--- src/rtl/scan_tap_pkg.sv ---
package scan_tap_pkg;

    typedef enum logic [3:0] {
        TS_RESET, TS_IDLE,
        TS_DR_SEL, TS_DR_CAP, TS_DR_SHIFT, TS_DR_EXIT1,
        TS_DR_PAUSE, TS_DR_EXIT2, TS_DR_UPD,
        TS_IR_SEL, TS_IR_CAP, TS_IR_SHIFT, TS_IR_EXIT1,
        TS_IR_PAUSE, TS_IR_EXIT2, TS_IR_UPD
    } tap_state_t;

    typedef enum logic [1:0] {
        PATH_BSR,
        PATH_ID,
        PATH_BYP
    } dr_path_t;

    localparam int OP_W = 3;
    localparam logic [OP_W-1:0] OP_EXTEST  = 3'b000;
    localparam logic [OP_W-1:0] OP_IDCODE  = 3'b001;
    localparam logic [OP_W-1:0] OP_SAMPLEZ = 3'b010;
    localparam logic [OP_W-1:0] OP_SAMPLE  = 3'b100;
    localparam logic [OP_W-1:0] OP_BYPASS  = 3'b111;
    localparam logic [OP_W-1:0] OP_CAPTURE = 3'b001;

endpackage

--- src/rtl/scan_tap_fsm.sv ---
module scan_tap_fsm
    import scan_tap_pkg::*;
(
    input  logic       tck,
    input  logic       trst_n,
    input  logic       tms,
    output tap_state_t state
);

    tap_state_t state_q;
    tap_state_t state_d;

    always_ff @(posedge tck or negedge trst_n) begin
        if (!trst_n) state_q <= TS_RESET;
        else         state_q <= state_d;
    end

    always_comb begin
        state_d = state_q;
        unique case (state_q)
            TS_RESET:    state_d = tms ? TS_RESET    : TS_IDLE;
            TS_IDLE:     state_d = tms ? TS_DR_SEL   : TS_IDLE;
            TS_DR_SEL:   state_d = tms ? TS_IR_SEL   : TS_DR_CAP;
            TS_DR_CAP:   state_d = tms ? TS_DR_EXIT1 : TS_DR_SHIFT;
            TS_DR_SHIFT: state_d = tms ? TS_DR_EXIT1 : TS_DR_SHIFT;
            TS_DR_EXIT1: state_d = tms ? TS_DR_UPD   : TS_DR_PAUSE;
            TS_DR_PAUSE: state_d = tms ? TS_DR_EXIT2 : TS_DR_PAUSE;
            TS_DR_EXIT2: state_d = tms ? TS_DR_UPD   : TS_DR_SHIFT;
            TS_DR_UPD:   state_d = tms ? TS_DR_SEL   : TS_IDLE;
            TS_IR_SEL:   state_d = tms ? TS_RESET    : TS_IR_CAP;
            TS_IR_CAP:   state_d = tms ? TS_IR_EXIT1 : TS_IR_SHIFT;
            TS_IR_SHIFT: state_d = tms ? TS_IR_EXIT1 : TS_IR_SHIFT;
            TS_IR_EXIT1: state_d = tms ? TS_IR_UPD   : TS_IR_PAUSE;
            TS_IR_PAUSE: state_d = tms ? TS_IR_EXIT2 : TS_IR_PAUSE;
            TS_IR_EXIT2: state_d = tms ? TS_IR_UPD   : TS_IR_SHIFT;
            TS_IR_UPD:   state_d = tms ? TS_DR_SEL   : TS_IDLE;
            default:     state_d = TS_RESET;
        endcase
    end

    assign state = state_q;

    // Saturating count of consecutive high mode-select samples, for checking only
    logic [2:0] ones_q;
    always_ff @(posedge tck or negedge trst_n) begin
        if (!trst_n)          ones_q <= 3'd0;
        else if (!tms)        ones_q <= 3'd0;
        else if (ones_q != 3'd5) ones_q <= ones_q + 3'd1;
    end

    AST_FIVE_HIGH_RESETS: assert property (@(posedge tck) disable iff (!trst_n)
        (ones_q == 3'd5) |-> (state_q == TS_RESET));
    AST_SHIFT_DR_HOLDS: assert property (@(posedge tck) disable iff (!trst_n)
        (state_q == TS_DR_SHIFT && !tms) |=> (state_q == TS_DR_SHIFT));

endmodule

--- src/rtl/scan_tap_ir.sv ---
module scan_tap_ir
    import scan_tap_pkg::*;
(
    input  logic       tck,
    input  logic       trst_n,
    input  logic       tdi,
    input  tap_state_t state,
    output logic       ir_lsb,
    output dr_path_t   path,
    output logic       force_hiz
);

    logic [OP_W-1:0] sh_q;
    logic [OP_W-1:0] op_q;

    // Capture and shift stage, rising edge
    always_ff @(posedge tck or negedge trst_n) begin
        if (!trst_n)                   sh_q <= '0;
        else if (state == TS_IR_CAP)   sh_q <= OP_CAPTURE;
        else if (state == TS_IR_SHIFT) sh_q <= {tdi, sh_q[OP_W-1:1]};
    end

    // Active instruction, falling edge
    always_ff @(negedge tck or negedge trst_n) begin
        if (!trst_n)                 op_q <= OP_IDCODE;
        else if (state == TS_RESET)  op_q <= OP_IDCODE;
        else if (state == TS_IR_UPD) op_q <= sh_q;
    end

    always_comb begin
        path      = PATH_BYP;
        force_hiz = 1'b0;
        unique case (op_q)
            OP_EXTEST:  begin path = PATH_BSR; force_hiz = 1'b1; end
            OP_SAMPLEZ: begin path = PATH_BSR; force_hiz = 1'b1; end
            OP_SAMPLE:  path = PATH_BSR;
            OP_IDCODE:  path = PATH_ID;
            default:    path = PATH_BYP;
        endcase
    end

    assign ir_lsb = sh_q[0];

    AST_IR_CAPTURE_PATTERN: assert property (@(posedge tck) disable iff (!trst_n)
        (state == TS_IR_CAP) |=> (sh_q == OP_CAPTURE));
    AST_OP_ONLY_ON_UPDATE: assert property (@(posedge tck) disable iff (!trst_n)
        (state != TS_IR_UPD && state != TS_RESET) |-> $stable(op_q));

endmodule

--- src/rtl/scan_tap_dr.sv ---
module scan_tap_dr
    import scan_tap_pkg::*;
#(
    parameter int          BSR_W    = 16,
    parameter logic [31:0] ID_VALUE = 32'h0A6B_4C2D
) (
    input  logic             tck,
    input  logic             trst_n,
    input  logic             tdi,
    input  tap_state_t       state,
    input  dr_path_t         path,
    input  logic [BSR_W-1:0] pad_in,
    output logic             dr_lsb
);

    localparam int ID_W = 32;
    localparam logic [ID_W-1:0] ID_CAPT = ID_VALUE | 32'h1;

    logic             byp_q;
    logic [ID_W-1:0]  id_q;
    logic [BSR_W-1:0] bsr_q;

    wire cap = (state == TS_DR_CAP);
    wire shf = (state == TS_DR_SHIFT);

    always_ff @(posedge tck or negedge trst_n) begin
        if (!trst_n)                          byp_q <= 1'b0;
        else if (path == PATH_BYP && cap)     byp_q <= 1'b0;
        else if (path == PATH_BYP && shf)     byp_q <= tdi;
    end

    always_ff @(posedge tck or negedge trst_n) begin
        if (!trst_n)                          id_q <= '0;
        else if (path == PATH_ID && cap)      id_q <= ID_CAPT;
        else if (path == PATH_ID && shf)      id_q <= {tdi, id_q[ID_W-1:1]};
    end

    always_ff @(posedge tck or negedge trst_n) begin
        if (!trst_n)                          bsr_q <= '0;
        else if (path == PATH_BSR && cap)     bsr_q <= pad_in;
        else if (path == PATH_BSR && shf)     bsr_q <= {tdi, bsr_q[BSR_W-1:1]};
    end

    always_comb begin
        unique case (path)
            PATH_BSR: dr_lsb = bsr_q[0];
            PATH_ID:  dr_lsb = id_q[0];
            default:  dr_lsb = byp_q;
        endcase
    end

    AST_BYPASS_CAPTURES_ZERO: assert property (@(posedge tck) disable iff (!trst_n)
        (cap && path == PATH_BYP) |=> (byp_q == 1'b0));
    AST_ID_LSB_SET: assert property (@(posedge tck) disable iff (!trst_n)
        (cap && path == PATH_ID) |=> id_q[0]);

endmodule

--- src/rtl/scan_tap.sv ---
module scan_tap
    import scan_tap_pkg::*;
#(
    parameter int          BSR_W    = 16,
    parameter logic [31:0] ID_VALUE = 32'h0A6B_4C2D
) (
    input  logic             tck,
    input  logic             trst_n,
    input  logic             tms,
    input  logic             tdi,
    input  logic [BSR_W-1:0] pad_in,
    output logic             tdo,
    output logic             tdo_oe,
    output logic             data_hiz
);

    tap_state_t state;
    dr_path_t   path;
    logic       ir_lsb;
    logic       dr_lsb;
    logic       force_hiz;
    logic       tdo_q;
    logic       oe_q;

    scan_tap_fsm u_fsm (
        .tck    (tck),
        .trst_n (trst_n),
        .tms    (tms),
        .state  (state)
    );

    scan_tap_ir u_ir (
        .tck       (tck),
        .trst_n    (trst_n),
        .tdi       (tdi),
        .state     (state),
        .ir_lsb    (ir_lsb),
        .path      (path),
        .force_hiz (force_hiz)
    );

    scan_tap_dr #(
        .BSR_W    (BSR_W),
        .ID_VALUE (ID_VALUE)
    ) u_dr (
        .tck    (tck),
        .trst_n (trst_n),
        .tdi    (tdi),
        .state  (state),
        .path   (path),
        .pad_in (pad_in),
        .dr_lsb (dr_lsb)
    );

    // Serial output, falling edge
    always_ff @(negedge tck or negedge trst_n) begin
        if (!trst_n) begin
            tdo_q <= 1'b0;
            oe_q  <= 1'b0;
        end else begin
            oe_q <= (state == TS_IR_SHIFT) || (state == TS_DR_SHIFT);
            if (state == TS_IR_SHIFT)      tdo_q <= ir_lsb;
            else if (state == TS_DR_SHIFT) tdo_q <= dr_lsb;
        end
    end

    assign tdo      = tdo_q;
    assign tdo_oe   = oe_q;
    assign data_hiz = force_hiz;

    AST_TDO_QUIET_OUTSIDE_SHIFT: assert property (@(posedge tck) disable iff (!trst_n)
        (state != TS_IR_SHIFT && state != TS_DR_SHIFT) |-> !tdo_oe);
    AST_HIZ_RELEASED_IN_RESET: assert property (@(posedge tck) disable iff (!trst_n)
        (state == TS_RESET) |-> !data_hiz);

endmodule

--- config.mk ---
export PLATFORM = sky130hd
export DESIGN_NAME = scan_tap
export DESIGN_NICKNAME = d
export VERILOG_FILES = /design/src/rtl/scan_tap_pkg.sv /design/src/rtl/scan_tap_fsm.sv /design/src/rtl/scan_tap_ir.sv /design/src/rtl/scan_tap_dr.sv /design/src/rtl/scan_tap.sv
export SDC_FILE = /design/constraint.sdc
export NUM_CORES = 1
export LEC_CHECK = 0
export ABC_CLOCK_PERIOD_IN_PS = 2450
export BUFFER_PORTS_ARGS = -buffer_cell sky130_fd_sc_hd__buf_4
export CORE_UTILIZATION = 30
export CTS_CLUSTER_DIAMETER = 30
export CTS_CLUSTER_SIZE = 16
export DETAILED_ROUTE_END_ITERATION = 10
export GPL_ROUTABILITY_DRIVEN = 1
export PLACE_DENSITY = 0.55
export SYNTH_ARGS = -nofsm -noshare
export SYNTH_HDL_FRONTEND = slang
export SYNTH_SLANG_ARGS = --single-unit
--- constraint.sdc ---
create_clock -name tck -period 2.45 [get_ports tck]
set_input_delay 0.3675 -clock tck [delete_from_list [all_inputs] [get_ports tck]]
set_output_delay 0.3675 -clock tck [all_outputs]
set_load 0.02 [all_outputs]
# == Word-level counts from Yosys, hierarchy flattened ==
# Cells that the tools add are included.
# totals
ff_bits,61
inputBits,20
output_inout_bits,3
elab_cells,77
# classes
n_eq_ne,20
mux,28
n_reduce_logical,21
# op_table
cell,n
$mux W32,2
$pmux W4 S12,1
$eq A4 B4 Y1 const B,8
$mux W16,2
$mux W3,6
$eq A4 B3 Y1 const B,4
$mux W4,4
$reduce_bool A2 Y1,6
$eq A4 B2 Y1 const B,2
$mux W1,8
$logic_and A1 B1 Y1,6
$mux W2,3
$reduce_or A2 Y1,3
$reduce_or A3 Y1,2
$eq A4 B1 Y1 const B,1
$logic_not A4 Y1,1
$pmux W2 S2,1
$eq A3 B1 Y1 const B,1
$eq A3 B2 Y1 const B,1
$eq A3 B3 Y1 const B,1
$logic_not A3 Y1,1
$eq A2 B1 Y1 const B,1
$eq A2 B2 Y1 const B,1
$logic_not A2 Y1,1
other kinds (2),2

# == Longest topological paths before layout ==
# Gate-level depths: netlist (run 1).
# depth
word_depth,7
ltp_mapped,7

# == Modules after synthesis ==
# Synthesis (run 1) repeated with hierarchy kept, for this count alone.
# hier_totals
hier_cells,273
area_unflattened_um2,3116.7
# modules_own_cells
module,instances,cells_each,area_each_um2,seq_area_each_um2
scan_tap_dr,1,196,2399.8,1226.2
scan_tap_fsm,1,37,321.6,100.1
scan_tap_ir,1,33,302.8,151.4
scan_tap,1,7,92.6,50.0

==> impl_metrics.ini, run 1 <==
[yosys]
synthArstFlopShare = 1.00
ys_ff_latch = 61
ys.warnings.count = 0
syn_inst = 270
muxShareOfSynthArea = 0.238
synth_fa_ha_area_frac = 0
synthFlopType = dfrtp_1
synth-edff-count = 0
synth-seq-area-share = 0.511
yosys.cell_types.count = 42
synth-compound-area-share = 0.0733
synth_top_family_by_area = multiplexers
syn-cell-area_sq_um = 2990
syn_nets = 290
syn_area_per_cell_sq_um = 11.1
synth-simple-area-share = 0.119
synth_xor_xnor_area_share = 0.00293

[power]
leakage_nw = 1.91
combPwrFrac = 0.476
power.share.clock = 0.189
power.total_w = 0.00479
power_density_nw_per_um2 = 1190
power_frac_seq = 0.335
swShare = 0.341
netSwitchingPower_w = 0.00163
ir_drop_mv = 0.481
p_int_w = 0.00316

[clock_tree]
cts.clk_slew.worst_paths_ps = 70
cts_buffers = 9
insertion_delay_ps = 380
cts_tree = yes
cts_max_path_buffers = 2
cts_root_buffer = clkbuf_8
htreeDepth = 3
cts.sinks = 61

[grt]
antenna_found_initial = 0
grt_start_max_net_pins = 40
grtUsageTotal = 0.125
overflow = 0
grt_pass1_wl_um = 9860
grt_pass1_vias = 2113

[sta]
fin_ws_ps = -352
skew_ps = 52.1
grt_setup_unrepaired = true
slew_violations = 0
worst_slew_margin_rel = 0.672
worst_pin_slew_ps = 492
setup_viol = 56
finalHoldViolations = 0

[placed_design]
io_buffers = 22
dp.cells = 437
gp_congestion = 0.728
dp_hpwl_um = 3850
pre_cts_ws_ps = -307
place_area_sq_um = 3620

[routing]
wl_um = 6230
drc = 0
avgViaCountPerCell = 4.63
ant_nets = 0
first_pass_iters = 4
drtIter0Drc = 79
routedWlPerCell_um = 13.4
via_count = 2142

[finish]
area_delta_synth_final_pct = 35.0
drive_gt1_frac = 0.427
n_fill_cell = 983
diodes = 0
final_cell_mix = dfrtp_1 (56), buf_4 (47), mux2_4 (32)
layout_commonest_cell = dfrtp_1
final_core_util = 0.414
final_cell_area_sq_um = 4030
nets = 345
final_cells = 463

[floorplanning]
core_sq_um = 9730
pin_count = 23
num_rows = 36
start_util = 0.307
die_x_um = 102
dieArea_sq_um = 10400
fp.dieH_um = 102

[worst_setup_path]
cp_data_required_time_ps = 2670
startpoint_type = register
cp.arrival_ps = 3020
rr_worst_depth = 5
worstPathMaxFanout = 6
endpoint_kind = register
critPathKind = reg2reg

[run]
drv_cap = 0

[run_status]
status = finished with violations
violations = negative setup slack

[min_path]
hp-class = in2reg
hold-path-cell-count = 3
[flip-flops by register name, indices dropped and copies added (netlist names)]
register	flops
tdo	1
tdo_oe	1
u_dr.bsr_q	16
u_dr.byp_q	1
u_dr.id_q	32
u_fsm.state	4
u_ir.op_q	3
u_ir.sh_q	3
[repair_timing]
action / 4_1_cts / 5_1_grt
hold buffers: 1 / 0
gates resized for setup: 5 / 20
pin swaps: 0 / 1
buffers inserted: 2 / 4
hold endpoints to repair: 17 / 0
cloned: 0 / 3
setup endpoints to repair: 56 / 57
[worst max-delay path, stage by stage, from the launching register on]
cell and delay [ps]:
dfstp_2 530, inv_2 50, a2111oi_4 200, buf_6 190
clkbuf_16 160, mux2_4 290
[layer usage]
metal | up-vias | wire (um) | GRT usage
met5 | - | 0 | 0
met3 | 7 | 207 | 0.0366
met2 | 31 | 2990 | 0.195
li1 | 1035 | - | -
met1 | 1069 | 2970 | 0.160
met4 | 0 | 59 | 0.0535
[cell type report]
cell class	count	area [sq um]	share of cell area
Clock buffer	9	124	0.0307
Clock inverter	8	77.6	0.0192
Inverter	20	75.1	0.0186
Multi-Input combinational cell	168	1460	0.362
Sequential cell	61	1530	0.379
Tap cell	133	166	0.0413
Timing Repair Buffer	64	601	0.149
[final timing paths]
check                                    from        endpoint  slack, ps
max in group asynchronous              trst_n    u_ir.op_q[0]        490
min in group asynchronous              trst_n  u_fsm.state[3]        480
worst max-delay path             u_ir.op_q[0]   u_dr.id_q[11]       -350
worst min register to register  u_dr.bsr_q[6]   u_dr.bsr_q[6]        510
worst max register to register   u_ir.op_q[0]   u_dr.id_q[11]       -350
worst min-delay path                      tdi    u_ir.sh_q[2]        310
[cell families after synthesis]
kind of cell	Yosys count
XOR/XNOR	1
flip-flops	61
buffers and inverters	41
AO/OA/AOI/OAI	30
multiplexers	65
AND/OR/NAND/NOR	72
[per-stage QoR]
step                TNS (ps)  hold WS, ps
floorplan             -12480         71.9
global placement      -11270          287
detailed placement    -12120          282
CTS                   -14770          290
global route          -17650          337
finish                -14750          309
[Yosys cell counts, types with 2 or more instances]
cell	instances	area share
dfrtp_1	56	0.47
nor3_1	2	0.0034
nand2_1	26	0.033
o21ai_0	8	0.013
o22ai_1	3	0.0063
and3b_1	2	0.0059
buf_4	3	0.0075
mux2_2	49	0.18
nand3b_1	2	0.0050
nor2_1	21	0.026
clkbuf_1	16	0.020
and3_1	2	0.0042
a21oi_1	6	0.010
a221oi_1	2	0.0059
inv_1	21	0.026
mux2i_1	16	0.054
o32ai_1	2	0.0059
nand3_1	3	0.0050
nand2b_1	3	0.0063
a211oi_1	2	0.0050
dfrtn_1	4	0.034
[power by group through the flow]
stage | clock [W] | sequential (W) | combinational [W]
final | 0.000904 | 0.00161 | 0.00228
after global routing | 0.000969 | 0.00164 | 0.00249
after CTS | 0.000934 | 0.00160 | 0.00201
after detailed placement | 0.00000511 | 0.00161 | 0.00197
after global placement | 0.00000511 | 0.00160 | 0.00193
after floorplan | 0.00000511 | 0.00154 | 0.00148
Power figures use the tool's default switching activity.
==> run 2: changes to the inputs <==
--- a/config.mk
+++ b/config.mk
@@ -13,6 +13,7 @@
 export DETAILED_ROUTE_END_ITERATION = 10
 export GPL_ROUTABILITY_DRIVEN = 1
 export PLACE_DENSITY = 0.55
+export RECOVER_POWER = 100
 export SYNTH_ARGS = -nofsm -noshare
 export SYNTH_HDL_FRONTEND = slang
 export SYNTH_SLANG_ARGS = --single-unit
==> run 2 against run 1 <==
Net effect:
- the run still ends with negative setup slack left
- non-clock buffer count did not move
- global-route usage did not move
- largest cell class unchanged
- critical path type unchanged
- wire length is 0.51% lower
- clock power about the same
==> impl_metrics.ini, run 2 (same netlist as run 1, synthesis figures left out) <==
[floorplanning]
start_util = 0.307
die_x_um = 102
dieArea_sq_um = 10400
core_sq_um = 9730
num_rows = 36
fp.dieH_um = 102
pin_count = 23

[sta]
finalHoldViolations = 0
fin_ws_ps = -352
skew_ps = 53.1
grt_setup_unrepaired = true
worst_slew_margin_rel = 0.364
setup_viol = 55
slew_violations = 0
worst_pin_slew_ps = 954

[finish]
layout_commonest_cell = dfrtp_1
largest_register_ffs = 32
nets = 345
final_core_util = 0.413
multi_input_area_sq_um = 1460
seqCellArea_sq_um = 1530
final_cells = 463
regMostFlops = u_dr.id_q
drive_gt1_frac = 0.421
n_fill_cell = 984
final_cell_mix = dfrtp_1 (56), buf_4 (43), mux2_4 (32)
area_delta_synth_final_pct = 34.6
diodes = 0

[clock_tree]
cts_tree = yes
cts_buffers = 9
cts_root_buffer = clkbuf_8
cts.clk_slew.worst_paths_ps = 70
insertion_delay_ps = 380
htreeDepth = 3
cts.sinks = 61
cts_max_path_buffers = 2

[placed_design]
gp_congestion = 0.728
dp.cells = 437
dp_hpwl_um = 3850
io_buffers = 22

[worst_setup_path]
critPathKind = reg2reg
endpoint_kind = register
startpoint_type = register
cp.arrival_ps = 3020
critPathTopFamily = flip-flops
critical_path_buf_inv_count = 3
cp_data_required_time_ps = 2670
worstPathMaxFanout = 6
path_cells = inv_2, a2111oi_4, buf_6, clkbuf_16, mux2_4
slowest_delay_ps = 530
slowest_stage = dfstp_2

[grt]
grtUsageTotal = 0.125
grt_start_max_net_pins = 40
overflow = 0
grt_pass1_wl_um = 9860
grt_pass1_vias = 2113
antenna_found_initial = 0

[routing]
ant_nets = 0
wl_um = 6190
routedWlPerCell_um = 13.4
avgViaCountPerCell = 4.63
drtIter0Drc = 79
first_pass_iters = 4
drc = 0
via_count = 2142

[power]
ir_drop_mv = 0.480
power.total_w = 0.00476
p_int_w = 0.00314
power_density_nw_per_um2 = 1180
combPwrFrac = 0.474
swShare = 0.341
power.share.clock = 0.190
leakage_nw = 1.90
power_frac_seq = 0.336
netSwitchingPower_w = 0.00162

[run_status]
violations = negative setup slack
status = finished with violations

[min_path]
hp-class = in2reg

[run]
drv_cap = 0
==> run 2: cell types whose count changed in the layout (fill, tap and decap cells not counted), sizes merged <==
cell    delta
buf        -4
clkbuf     +4
==> run 2: tightest hold or removal path: stages <==
cell and delay (ps):
buf_4 120, nand2_1 50, o21ai_0 60
==> run 2: final timing paths <==
| check | cells past startpoint | start | slack [ps] | endpoint |
|---|---|---|---|---|
| setup / recovery | 5 | u_ir.op_q[0] | -350 | u_dr.id_q[11] |
| hold / removal | 3 | tdi | 310 | u_ir.sh_q[2] |
| setup reg to reg | 5 | u_ir.op_q[0] | -350 | u_dr.id_q[11] |
| hold reg to reg | 1 | u_dr.bsr_q[6] | 510 | u_dr.bsr_q[6] |
| max in group asynchronous | 2 | trst_n | 490 | u_ir.op_q[0] |
| min in group asynchronous | 2 | trst_n | 470 | u_fsm.state[3] |
==> run 2: layout make-up <==
class,count,area share
clock buffers,9,0.0308
clock inverters,8,0.0193
inverters,20,0.0187
multi-input cells,168,0.363
flip-flops and latches,61,0.380
well taps,133,0.0414
repair buffers,64,0.147
==> run 2: power groups by stage <==
stage | Sequential, W | Clock, W | Combinational [W]
floorplan | 0.00154 | 0.00000511 | 0.00148
global placement | 0.00160 | 0.00000511 | 0.00193
detailed placement | 0.00161 | 0.00000511 | 0.00197
CTS | 0.00160 | 0.000934 | 0.00201
global route | 0.00164 | 0.000969 | 0.00247
finish | 0.00160 | 0.000903 | 0.00226
==> run 2: through the flow <==
step / hold slack, ps / instance area, sq um / setup slack, ps / TNS, ps
after floorplan: 71.9 / 3160 / -345 / -12480
after global placement: 287 / 3620 / -282 / -11270
after detailed placement: 282 / 3620 / -307 / -12120
after CTS: 290 / 3860 / -360 / -14770
after global routing: 337 / 4020 / -405 / -17640
final: 308 / 4020 / -352 / -14720
==> run 2: metal layers <==
metal | part of all wire | vias to the layer above | track usage
met1 | 0.48 | 1069 | 0.160
li1 | - | 1037 | -
met5 | 0 | - | 0
met2 | 0.48 | 29 | 0.195
met4 | 0.0095 | 0 | 0.0535
met3 | 0.032 | 7 | 0.0366
==> run 2: what timing repair did <==
item | CTS | global route
setup endpoints to repair | 56 | 57
gates resized for setup | 5 | 20
endpoints found under the hold margin | 17 | 0
buffers inserted | 2 | 4
pin swaps | 0 | 1
cloned | 0 | 3
hold buffers | 1 | 0
==> run 3: changes to the inputs <==
--- a/config.mk
+++ b/config.mk
@@ -5,7 +5,7 @@
 export SDC_FILE = /design/constraint.sdc
 export NUM_CORES = 1
 export LEC_CHECK = 0
-export ABC_CLOCK_PERIOD_IN_PS = 2450
+export ABC_CLOCK_PERIOD_IN_PS = 2650
 export BUFFER_PORTS_ARGS = -buffer_cell sky130_fd_sc_hd__buf_4
 export CORE_UTILIZATION = 30
 export CTS_CLUSTER_DIAMETER = 30
==> constraint.sdc (replaced) <==
create_clock -name tck -period 2.65 [get_ports tck]
set_input_delay 0.3975 -clock tck [delete_from_list [all_inputs] [get_ports tck]]
set_output_delay 0.3975 -clock tck [all_outputs]
set_load 0.02 [all_outputs]
==> run 3 against run 2 <==
Net effect:
- the flow still finishes with violations (negative setup slack)
- global-route usage is 0.45 points higher
- final area shrank 3.6%
- clock power is 8.6% lower
- critical path depth down 1
- die area did not move
- non-clock buffer count down 7
- critical path type unchanged
==> impl_metrics.ini, run 3 (same netlist as run 1, synthesis figures left out) <==
[routing]
drc = 0
drtIter0Drc = 105
wl_um = 6000
via_count = 2103
routedWlPerCell_um = 13.2
ant_nets = 0
first_pass_iters = 4
avgViaCountPerCell = 4.61

[grt]
grtUsageTotal = 0.129
grt_pass1_wl_um = 10300
overflow = 0
grt_start_max_net_pins = 50
grt_pass1_vias = 2167
antenna_found_initial = 0

[run]
drv_cap = 0

[placed_design]
io_buffers = 22
pre_cts_ws_ps = -207
dp.cells = 433
gp_congestion = 0.747
dp_hpwl_um = 3800
place_area_sq_um = 3560

[floorplanning]
num_rows = 36
die_x_um = 102
dieArea_sq_um = 10400
pin_count = 23
fp.dieH_um = 102
core_sq_um = 9730
start_util = 0.307

[finish]
diodes = 0
area_delta_synth_final_pct = 29.7
drive_gt1_frac = 0.402
largest_register_ffs = 32
regMostFlops = u_dr.id_q
nets = 338
final_cell_area_sq_um = 3880
final_cell_mix = dfrtp_1 (55), buf_4 (40), nand2_1 (26), mux2_2 (26), mux2_4 (23)
final_cells = 456
n_fill_cell = 997
layout_commonest_cell = dfrtp_1

[worst_setup_path]
cp_data_required_time_ps = 2860
startpoint_type = register
slowest_delay_ps = 530
endpoint_kind = register
worstPathMaxFanout = 25
path_cells = inv_2, a2111oi_4, buf_12, mux2_2
critPathKind = reg2reg
cp.arrival_ps = 3120
slowest_stage = dfstp_2

[sta]
skew_ps = 48.8
setup_viol = 50
worst_slew_margin_rel = 0.495
fin_ws_ps = -256
grt_setup_unrepaired = true
finalSetupTns_ps = -9620
worst_pin_slew_ps = 757
slew_violations = 0
finalHoldViolations = 0

[clock_tree]
cts_tree = yes
cts_buffers = 9
cts.sinks = 61
cts_root_buffer = clkbuf_8
htreeDepth = 3
cts_max_path_buffers = 2
cts.clk_slew.worst_paths_ps = 70
insertion_delay_ps = 370

[power]
power_density_nw_per_um2 = 1070
ir_drop_mv = 0.480
leakage_nw = 1.81

[min_path]
hp-class = in2reg

[run_status]
violations = negative setup slack
status = finished with violations
==> run 3: repair_timing <==
item,4_1_cts,5_1_grt
resized for setup,11,12
endpoints found under the hold margin,7,0
hold buffers,1,0
buffers inserted,2,3
gates cloned,0,1
setup endpoints to repair,51,54
pin swaps,1,0
==> run 3: layout make-up <==
cell class	count	area, sq um	share of cell area
inverter	20	75.1	0.0194
clock buffer	12	145	0.0374
sequential	61	1530	0.394
timing repair buffer	57	484	0.125
multi-input combinational	168	1430	0.368
clock inverter	5	51.3	0.0132
tap	133	166	0.0429
==> run 3: routing by layer <==
layer  part of all wire  vias up  GRT usage
met1               0.48     1058      0.172
met5                  0        -          0
met4             0.0057        0     0.0502
met3              0.030        2     0.0386
li1                   -     1018          -
met2               0.49       25      0.197
==> run 3: stage by stage <==
stage                util  hold slack, ps  total power, W
CTS                 0.392             307         0.00414
global route        0.398             359         0.00447
global placement    0.366             259         0.00319
floorplan               -             102         0.00272
finish              0.398             330         0.00416
detailed placement  0.366             261         0.00324
==> run 3: report_power, final <==
group | internal (W) | leakage, nW | switching, W
sequential | 0.00127 | 0.807 | 0.000192
combinational | 0.00102 | 0.910 | 0.000849
clock | 0.000459 | 0.0979 | 0.000365
total | 0.00275 | 1.81 | 0.00141
==> run 3: worst paths after layout <==
check / slack (ps) / start / cells past startpoint / endpoint
setup / recovery: -260 / u_ir.op_q[0] / 4 / u_dr.id_q[13]
hold / removal: 330 / tdi / 3 / u_ir.sh_q[2]
setup reg to reg: -260 / u_ir.op_q[0] / 4 / u_dr.id_q[13]
hold reg to reg: 500 / u_dr.bsr_q[5] / 1 / u_dr.bsr_q[5]
max in group asynchronous: 260 / trst_n / 2 / tdo_oe
min in group asynchronous: 660 / trst_n / 2 / u_fsm.state[0]
==> run 3: worst max-delay path: cells and delay by family, from the launching register on <==
family / cells / cell delay, ps
compound gates: 1 / 240
flops: 1 / 530
buf+inv: 2 / 290
mux: 1 / 350
